File: src/rtl/pd_seq_pkg.sv
`timescale 1ns/1ps
package pd_seq_pkg;

    // Control word layout is fixed: bit 0 reset_n, 1 isolation, 2 switch 1,
    // 3 switch 2, 4 clock gating (packed struct lists MSB first).
    typedef struct packed {
        logic clk_gate;
        logic sw2;
        logic sw1;
        logic iso;
        logic rst_n;
    } pd_ctrl_t;

    localparam pd_ctrl_t CTRL_DOWN = '{clk_gate: 1'b1, sw2: 1'b0, sw1: 1'b0, iso: 1'b1, rst_n: 1'b0};

    typedef struct packed {
        logic pwr_good;
        logic sram_all0;
        logic sram_all1;
        logic prot_ack;
    } pd_acks_t;

    typedef enum logic [4:0] {
        S_IDLE,
        S_UP_SW1, S_UP_SW2, S_UP_WPWR, S_UP_CLK, S_UP_ISO, S_UP_RST,
        S_UP_SRAM, S_UP_WSRAM, S_UP_PROT, S_UP_WPROT,
        S_DN_PROT, S_DN_WPROT, S_DN_SRAM, S_DN_WSRAM, S_DN_RST, S_DN_ISO,
        S_DN_CLK, S_DN_SW2, S_DN_SW1, S_DN_WPWR
    } pd_state_t;

    function automatic logic is_wait(pd_state_t s);
        return (s == S_UP_WPWR) || (s == S_UP_WSRAM) || (s == S_UP_WPROT) ||
               (s == S_DN_WPROT) || (s == S_DN_WSRAM) || (s == S_DN_WPWR);
    endfunction

endpackage

File: src/rtl/pd_seq_ack_eval.sv
`timescale 1ns/1ps
module pd_seq_ack_eval
    import pd_seq_pkg::*;
#(
    parameter int STA_W = 4,
    parameter int SRAM_W = 4,
    parameter logic [STA_W-1:0] STA_MASK = '1
) (
    input  logic [STA_W-1:0]  pwr_sta,
    input  logic [STA_W-1:0]  pwr_sta2,
    input  logic [SRAM_W-1:0] sram_ack,
    input  logic              bp_ack,
    output pd_acks_t          acks
);

    logic [STA_W-1:0] sta_a;
    logic [STA_W-1:0] sta_b;

    always_comb begin
        sta_a          = pwr_sta & STA_MASK;
        sta_b          = pwr_sta2 & STA_MASK;
        acks.pwr_good  = (|sta_a) && (|sta_b);
        acks.sram_all0 = (sram_ack == '0);
        acks.sram_all1 = (&sram_ack);
        acks.prot_ack  = bp_ack;
    end

endmodule

File: src/rtl/pd_seq_timer.sv
`timescale 1ns/1ps
module pd_seq_timer #(
    parameter int POLL_CYCLES = 4,
    parameter int TIMEOUT_CYCLES = 1000
) (
    input  logic clk,
    input  logic rst,
    input  logic run,
    output logic poll_tick,
    output logic expired
);

    localparam int PW = (POLL_CYCLES > 1) ? $clog2(POLL_CYCLES) : 1;
    localparam int EW = $clog2(TIMEOUT_CYCLES + 1);
    localparam logic [PW-1:0] POLL_LAST = PW'(POLL_CYCLES - 1);
    localparam logic [EW-1:0] TMO_LAST  = EW'(TIMEOUT_CYCLES - 1);

    logic [PW-1:0] poll_q;
    logic [EW-1:0] elap_q;

    always_ff @(posedge clk) begin
        if (rst || !run) begin
            poll_q <= '0;
            elap_q <= '0;
        end else begin
            poll_q <= (poll_q == POLL_LAST) ? '0 : poll_q + 1'b1;
            if (elap_q != TMO_LAST) begin
                elap_q <= elap_q + 1'b1;
            end
        end
    end

    assign poll_tick = run && (poll_q == POLL_LAST);
    assign expired   = run && (elap_q == TMO_LAST);

endmodule

File: src/rtl/pd_seq_fsm.sv
`timescale 1ns/1ps
module pd_seq_fsm
    import pd_seq_pkg::*;
#(
    parameter bit PROT_USED = 1'b1
) (
    input  logic     clk,
    input  logic     rst,
    input  logic     req_valid,
    input  logic     req_on,
    input  pd_acks_t acks,
    input  logic     poll_tick,
    input  logic     expired,
    output pd_ctrl_t ctrl,
    output logic     sram_down,
    output logic     prot_on,
    output logic     clk_en,
    output logic     busy,
    output logic     done,
    output logic     error,
    output logic     domain_on,
    output logic     in_wait
);

    pd_state_t st_q;

    always_ff @(posedge clk) begin
        if (rst) begin
            st_q      <= S_IDLE;
            ctrl      <= CTRL_DOWN;
            sram_down <= 1'b1;
            prot_on   <= 1'b1;
            clk_en    <= 1'b0;
            done      <= 1'b0;
            error     <= 1'b0;
            domain_on <= 1'b0;
        end else begin
            done <= 1'b0;
            unique case (st_q)
                S_IDLE: begin
                    if (req_valid) begin
                        error <= 1'b0;
                        if (req_on) begin
                            clk_en <= 1'b1;
                            st_q   <= S_UP_SW1;
                        end else begin
                            st_q <= PROT_USED ? S_DN_PROT : S_DN_SRAM;
                        end
                    end
                end
                // ---------------- power-up ----------------
                S_UP_SW1: begin
                    ctrl.sw1 <= 1'b1;
                    st_q     <= S_UP_SW2;
                end
                S_UP_SW2: begin
                    ctrl.sw2 <= 1'b1;
                    st_q     <= S_UP_WPWR;
                end
                S_UP_WPWR: begin
                    if (poll_tick && acks.pwr_good) begin
                        st_q <= S_UP_CLK;
                    end else if (expired) begin
                        clk_en <= 1'b0;
                        error  <= 1'b1;
                        done   <= 1'b1;
                        st_q   <= S_IDLE;
                    end
                end
                S_UP_CLK: begin
                    ctrl.clk_gate <= 1'b0;
                    st_q          <= S_UP_ISO;
                end
                S_UP_ISO: begin
                    ctrl.iso <= 1'b0;
                    st_q     <= S_UP_RST;
                end
                S_UP_RST: begin
                    ctrl.rst_n <= 1'b1;
                    st_q       <= S_UP_SRAM;
                end
                S_UP_SRAM: begin
                    sram_down <= 1'b0;
                    st_q      <= S_UP_WSRAM;
                end
                S_UP_WSRAM: begin
                    if (poll_tick && acks.sram_all0) begin
                        if (PROT_USED) begin
                            st_q <= S_UP_PROT;
                        end else begin
                            domain_on <= 1'b1;
                            done      <= 1'b1;
                            st_q      <= S_IDLE;
                        end
                    end else if (expired) begin
                        clk_en <= 1'b0;
                        error  <= 1'b1;
                        done   <= 1'b1;
                        st_q   <= S_IDLE;
                    end
                end
                S_UP_PROT: begin
                    prot_on <= 1'b0;
                    st_q    <= S_UP_WPROT;
                end
                S_UP_WPROT: begin
                    if (poll_tick && !acks.prot_ack) begin
                        domain_on <= 1'b1;
                        done      <= 1'b1;
                        st_q      <= S_IDLE;
                    end else if (expired) begin
                        clk_en <= 1'b0;
                        error  <= 1'b1;
                        done   <= 1'b1;
                        st_q   <= S_IDLE;
                    end
                end
                // ---------------- power-down ----------------
                S_DN_PROT: begin
                    prot_on <= 1'b1;
                    st_q    <= S_DN_WPROT;
                end
                S_DN_WPROT: begin
                    if (poll_tick && acks.prot_ack) begin
                        st_q <= S_DN_SRAM;
                    end else if (expired) begin
                        error <= 1'b1;
                        done  <= 1'b1;
                        st_q  <= S_IDLE;
                    end
                end
                S_DN_SRAM: begin
                    sram_down <= 1'b1;
                    st_q      <= S_DN_WSRAM;
                end
                S_DN_WSRAM: begin
                    if (poll_tick && acks.sram_all1) begin
                        st_q <= S_DN_RST;
                    end else if (expired) begin
                        error <= 1'b1;
                        done  <= 1'b1;
                        st_q  <= S_IDLE;
                    end
                end
                S_DN_RST: begin
                    ctrl.rst_n <= 1'b0;
                    st_q       <= S_DN_ISO;
                end
                S_DN_ISO: begin
                    ctrl.iso <= 1'b1;
                    st_q     <= S_DN_CLK;
                end
                S_DN_CLK: begin
                    ctrl.clk_gate <= 1'b1;
                    st_q          <= S_DN_SW2;
                end
                S_DN_SW2: begin
                    ctrl.sw2 <= 1'b0;
                    st_q     <= S_DN_SW1;
                end
                S_DN_SW1: begin
                    ctrl.sw1 <= 1'b0;
                    st_q     <= S_DN_WPWR;
                end
                S_DN_WPWR: begin
                    if (poll_tick && !acks.pwr_good) begin
                        clk_en    <= 1'b0;
                        domain_on <= 1'b0;
                        done      <= 1'b1;
                        st_q      <= S_IDLE;
                    end else if (expired) begin
                        error <= 1'b1;
                        done  <= 1'b1;
                        st_q  <= S_IDLE;
                    end
                end
                default: st_q <= S_IDLE;
            endcase
        end
    end

    assign busy    = (st_q != S_IDLE);
    assign in_wait = is_wait(st_q);

endmodule

File: src/rtl/pd_sequencer.sv
`timescale 1ns/1ps
module pd_sequencer
    import pd_seq_pkg::*;
#(
    parameter int STA_W = 4,
    parameter int SRAM_W = 4,
    parameter int BP_W = 4,
    parameter logic [STA_W-1:0] STA_MASK = '1,
    parameter logic [BP_W-1:0]  BP_MASK = '1,
    parameter int POLL_CYCLES = 4,
    parameter int TIMEOUT_CYCLES = 1000
) (
    input  logic              clk,
    input  logic              rst,
    input  logic              req_valid,
    input  logic              req_on,
    output logic              busy,
    output logic              done,
    output logic              error,
    output logic              domain_on,
    output logic              clk_en,
    output logic [4:0]        ctrl,
    output logic [SRAM_W-1:0] sram_pdn,
    output logic [BP_W-1:0]   bus_prot,
    input  logic [STA_W-1:0]  pwr_sta,
    input  logic [STA_W-1:0]  pwr_sta2,
    input  logic [SRAM_W-1:0] sram_ack,
    input  logic              bp_ack
);

    localparam bit PROT_USED = (BP_MASK != '0);

    pd_acks_t acks;
    pd_ctrl_t ctrl_s;
    logic     poll_tick;
    logic     expired;
    logic     in_wait;
    logic     sram_down;
    logic     prot_on;

    pd_seq_ack_eval #(
        .STA_W    (STA_W),
        .SRAM_W   (SRAM_W),
        .STA_MASK (STA_MASK)
    ) u_acks (
        .pwr_sta  (pwr_sta),
        .pwr_sta2 (pwr_sta2),
        .sram_ack (sram_ack),
        .bp_ack   (bp_ack),
        .acks     (acks)
    );

    pd_seq_timer #(
        .POLL_CYCLES    (POLL_CYCLES),
        .TIMEOUT_CYCLES (TIMEOUT_CYCLES)
    ) u_timer (
        .clk       (clk),
        .rst       (rst),
        .run       (in_wait),
        .poll_tick (poll_tick),
        .expired   (expired)
    );

    pd_seq_fsm #(
        .PROT_USED (PROT_USED)
    ) u_fsm (
        .clk       (clk),
        .rst       (rst),
        .req_valid (req_valid),
        .req_on    (req_on),
        .acks      (acks),
        .poll_tick (poll_tick),
        .expired   (expired),
        .ctrl      (ctrl_s),
        .sram_down (sram_down),
        .prot_on   (prot_on),
        .clk_en    (clk_en),
        .busy      (busy),
        .done      (done),
        .error     (error),
        .domain_on (domain_on),
        .in_wait   (in_wait)
    );

    assign ctrl     = ctrl_s;
    assign sram_pdn = {SRAM_W{sram_down}};

    generate
        if (PROT_USED) begin : g_prot
            assign bus_prot = prot_on ? BP_MASK : '0;
        end else begin : g_noprot
            assign bus_prot = '0;
        end
    endgenerate

endmodule

File: config.mk
export PLATFORM = sky130hd
export DESIGN_NAME = pd_sequencer
export DESIGN_NICKNAME = d
export VERILOG_FILES = /design/src/rtl/pd_seq_pkg.sv /design/src/rtl/pd_seq_ack_eval.sv /design/src/rtl/pd_seq_timer.sv /design/src/rtl/pd_seq_fsm.sv /design/src/rtl/pd_sequencer.sv
export SDC_FILE = /design/constraint.sdc
export NUM_CORES = 1
export LEC_CHECK = 0
export BUFFER_PORTS_ARGS = -buffer_cell sky130_fd_sc_hd__buf_2
export CAP_MARGIN = 25
export CORE_ASPECT_RATIO = 0.6
export CORE_MARGIN = 8
export CORE_UTILIZATION = 45
export CTS_CLUSTER_SIZE = 30
export DETAILED_ROUTE_END_ITERATION = 8
export PLACE_DENSITY_LB_ADDON = 0.25
export SYNTH_ARGS = -nofsm -noshare
export SYNTH_HDL_FRONTEND = slang
export SYNTH_SLANG_ARGS = --single-unit
File: constraint.sdc
create_clock -name clk -period 2.5 [get_ports clk]
set_input_delay 0.125 -clock clk [delete_from_list [all_inputs] [get_ports clk]]
set_output_delay 0.125 -clock clk [all_outputs]
set_load 0.05 [all_outputs]
==> results.json <==
{
  "grt_pass1_wl_microns": 8650,
  "fin_skew_ps": 5.56,
  "async_flop_share_pct": 0,
  "port-buffer-count": 34,
  "fin_crit_ps": 2160,
  "finalMaxSlewViolations": 0,
  "worst_slack_ps": 340,
  "synth_ff_type": "dfxtp_1",
  "grtUsageTotal_pct": 16.5,
  "ant_nets": 0,
  "fin_nets": 280,
  "syn_avg_cell_area_sq_um": 7.94,
  "via_count": 1815,
  "drc_errors": 0,
  "syn_nets": 255,
  "synth_seq_cells": 28,
  "worstSetupStartpointType": "flip-flop",
  "regArea_sq_um": 561,
  "cts-htree-levels": 1,
  "crit_path_top_delay_cell": "o31ai_2",
  "endpoint_kind": "flip-flop",
  "grt_max_degree": 26,
  "hpwl_microns": 4120,
  "gp_congestion": 0.981,
  "fin_cells": 310,
  "arrival_ps": 2340,
  "place_ws_ps": 409,
  "yosysTopAreaCell": "dfxtp_1",
  "syn_inst": 236,
  "critPathKind": "reg2reg",
  "synthTopCellsByArea": "dfxtp_1 (30%), nor2_1 (5.6%), a21oi_1 (4.0%)",
  "die_x_microns": 99.3,
  "grt_pass1_vias": 1621,
  "hold_viol_final": 0,
  "first_pass_iters": 4,
  "post_cts_resized": 0,
  "cts.clk_slew.worst_paths_ps": 100,
  "reg2reg_depth": 5,
  "drive_gt1_share_pct": 23.1,
  "worstMarginPinSlew_ps": 910,
  "cts_buffers": 3,
  "hold_buffers": 0,
  "wl_per_cell_microns": 17.0,
  "ys_warn_count": 0,
  "num_rows": 18,
  "slowest_delay_ps": 800,
  "maxCapViolCount": 0,
  "yosysTopAreaCellShare_pct": 29.9,
  "synthDistinctLibCells": 58,
  "holdPathStages": 2,
  "multi_input_area_sq_um": 1150,
  "status": "complete, no violations",
  "clockBufferDepth": 2,
  "drt_iter0_drc": 270,
  "post_cts_buffers": 0,
  "fin_util_pct": 51.7,
  "clock_latency_ps": 280,
  "path_cells": "nor2b_1, and3_1, o31ai_2, a21oi_1, o31a_1",
  "cts_tree": "yes",
  "setup_tns_ps": 0,
  "clock_sinks": 28,
  "path_max_fanout": 13,
  "placed_cells_incl_taps": 306,
  "fillers": 408,
  "die_h_microns": 66.0,
  "antenna_found_initial": 0,
  "totalWireLength_microns": 5270,
  "grt_overflow": 0,
  "p_leak_nw": 0.788,
  "ios": 35,
  "min_period_over_period_pct": 86.4,
  "core_region_area_sq_um": 4050,
  "vias_per_cell": 5.85,
  "die_area_sq_um": 6550,
  "synth_area_sq_um": 1870,
  "synth_seq_area_share_pct": 29.9,
  "antenna_cells": 0,
  "reg2reg_setup_slack_ps": 340,
  "fmax_ghz": 0.463,
  "start_util_pct": 46.2,
  "power_per_cell_area_nw_per_um2": 913,
  "rsz0062_at_grt": "no",
  "area_delta_synth_final_pct": 11.9,
  "holdWs_ps": 94.2,
  "synth_edf_count": 0,
  "setup_violations": 0,
  "hold_class": "in2reg",
  "max_slew_margin_pct": 39.0,
  "cp_data_required_time_ps": 2680,
  "ir_drop_mv": 0.591,
  "cts_root_buffer": "clkbuf_8"
}
synth_stat cells (all sizes together), types with 4 or more instances:
master / n
a21oi: 15
a31oi: 6
and2: 4
buf: 19
clkbuf: 5
dfxtp: 28
inv: 5
nand2: 14
nand3: 12
nand4: 7
nor2: 28
nor2b: 10
nor3: 5
nor4: 4
o21ai: 10
xor2: 5
logic make-up (layout without fill, tap and decap cells):
family                   after synthesis  in the layout  share of synthesized area (%)
AND/OR/NAND/NOR                      107            107                           33.2
AO/OA/AOI/OAI                         61             61                           22.7
buffers and inverters                 29             53                           8.48
flip-flops                            28             28                           29.9
XOR/XNOR                               8              8                           3.74
adder cells (fa/ha/maj)                2              2                           1.34
multiplexers                           1              1                          0.601
power breakdown:
part           leakage [nW]  switching [W]  internal (W)
logic                 0.532       0.000703      0.000353
registers             0.227      0.0000701      0.000505
clock network        0.0288       0.000142      0.000141
total                 0.788       0.000915      0.000999
through the flow:
stage | cell area, sq um | power (W)
floorplan | 1870 | 0.00135
global placement | 2040 | 0.00162
detailed placement | 2040 | 0.00162
CTS | 2100 | 0.00190
global route | 2100 | 0.00204
finish | 2100 | 0.00191
registers in the layout, indices dropped and copies added, names as in the netlist:
| name | flops |
|---|---|
| u_timer.elap_q | 10 |
| u_fsm.ctrl | 5 |
| u_fsm.st_q | 5 |
| u_timer.poll_q | 2 |
| u_fsm.clk_en | 1 |
| u_fsm.domain_on | 1 |
| u_fsm.done | 1 |
| u_fsm.error | 1 |
| u_fsm.prot_on | 1 |
| u_fsm.sram_down | 1 |
final timing paths:
| check | from | endpoint |
|---|---|---|
| min reg2reg | u_timer.poll_q[0] | u_timer.poll_q[0] |
| max | u_fsm.st_q[3] | u_fsm.done |
| max reg2reg | u_fsm.st_q[3] | u_fsm.done |
| min | rst | u_fsm.ctrl[2] |
placed cells by master (no fill, tap or decap), drive strengths merged, types with 4 or more instances in the layout:
cell type  synthesis  routed
nor2b             10      10
dfxtp             28      28
nand3             12      12
clkbuf             5       4
nor3               5       5
buf               19      44
nor2              28      28
a31oi              6       6
nand2             14      14
and2               4       4
a21oi             15      15
inv                5       5
xor2               5       5
nand4              7       7
nor4               4       4
o21ai             10      10
final cells by class:
type / instances / area share (%)
inverters: 5 / 0.896
flip-flops and latches: 28 / 26.7
well taps: 50 / 2.99
repair buffers: 44 / 11.7
clock buffers: 4 / 2.63
multi-input cells: 179 / 55.0
metal layers:
metal  vias up  GRT usage [%]  routed length, microns
met1       819           24.7                    2680
met4         0           3.75                      64
met3         8           5.57                     549
li1        907              -                       -
met2        81           21.5                    1970
met5         -              0                       0
worst max-delay path: cells and delay by family, from the launching register on:
kind | cells | cell delay, ps
AOI/OAI and AO/OA | 3 | 1040
and+or+nand+nor | 2 | 420
DFF | 1 | 590
No activity file was read; power rests on OpenSTA's default activity.
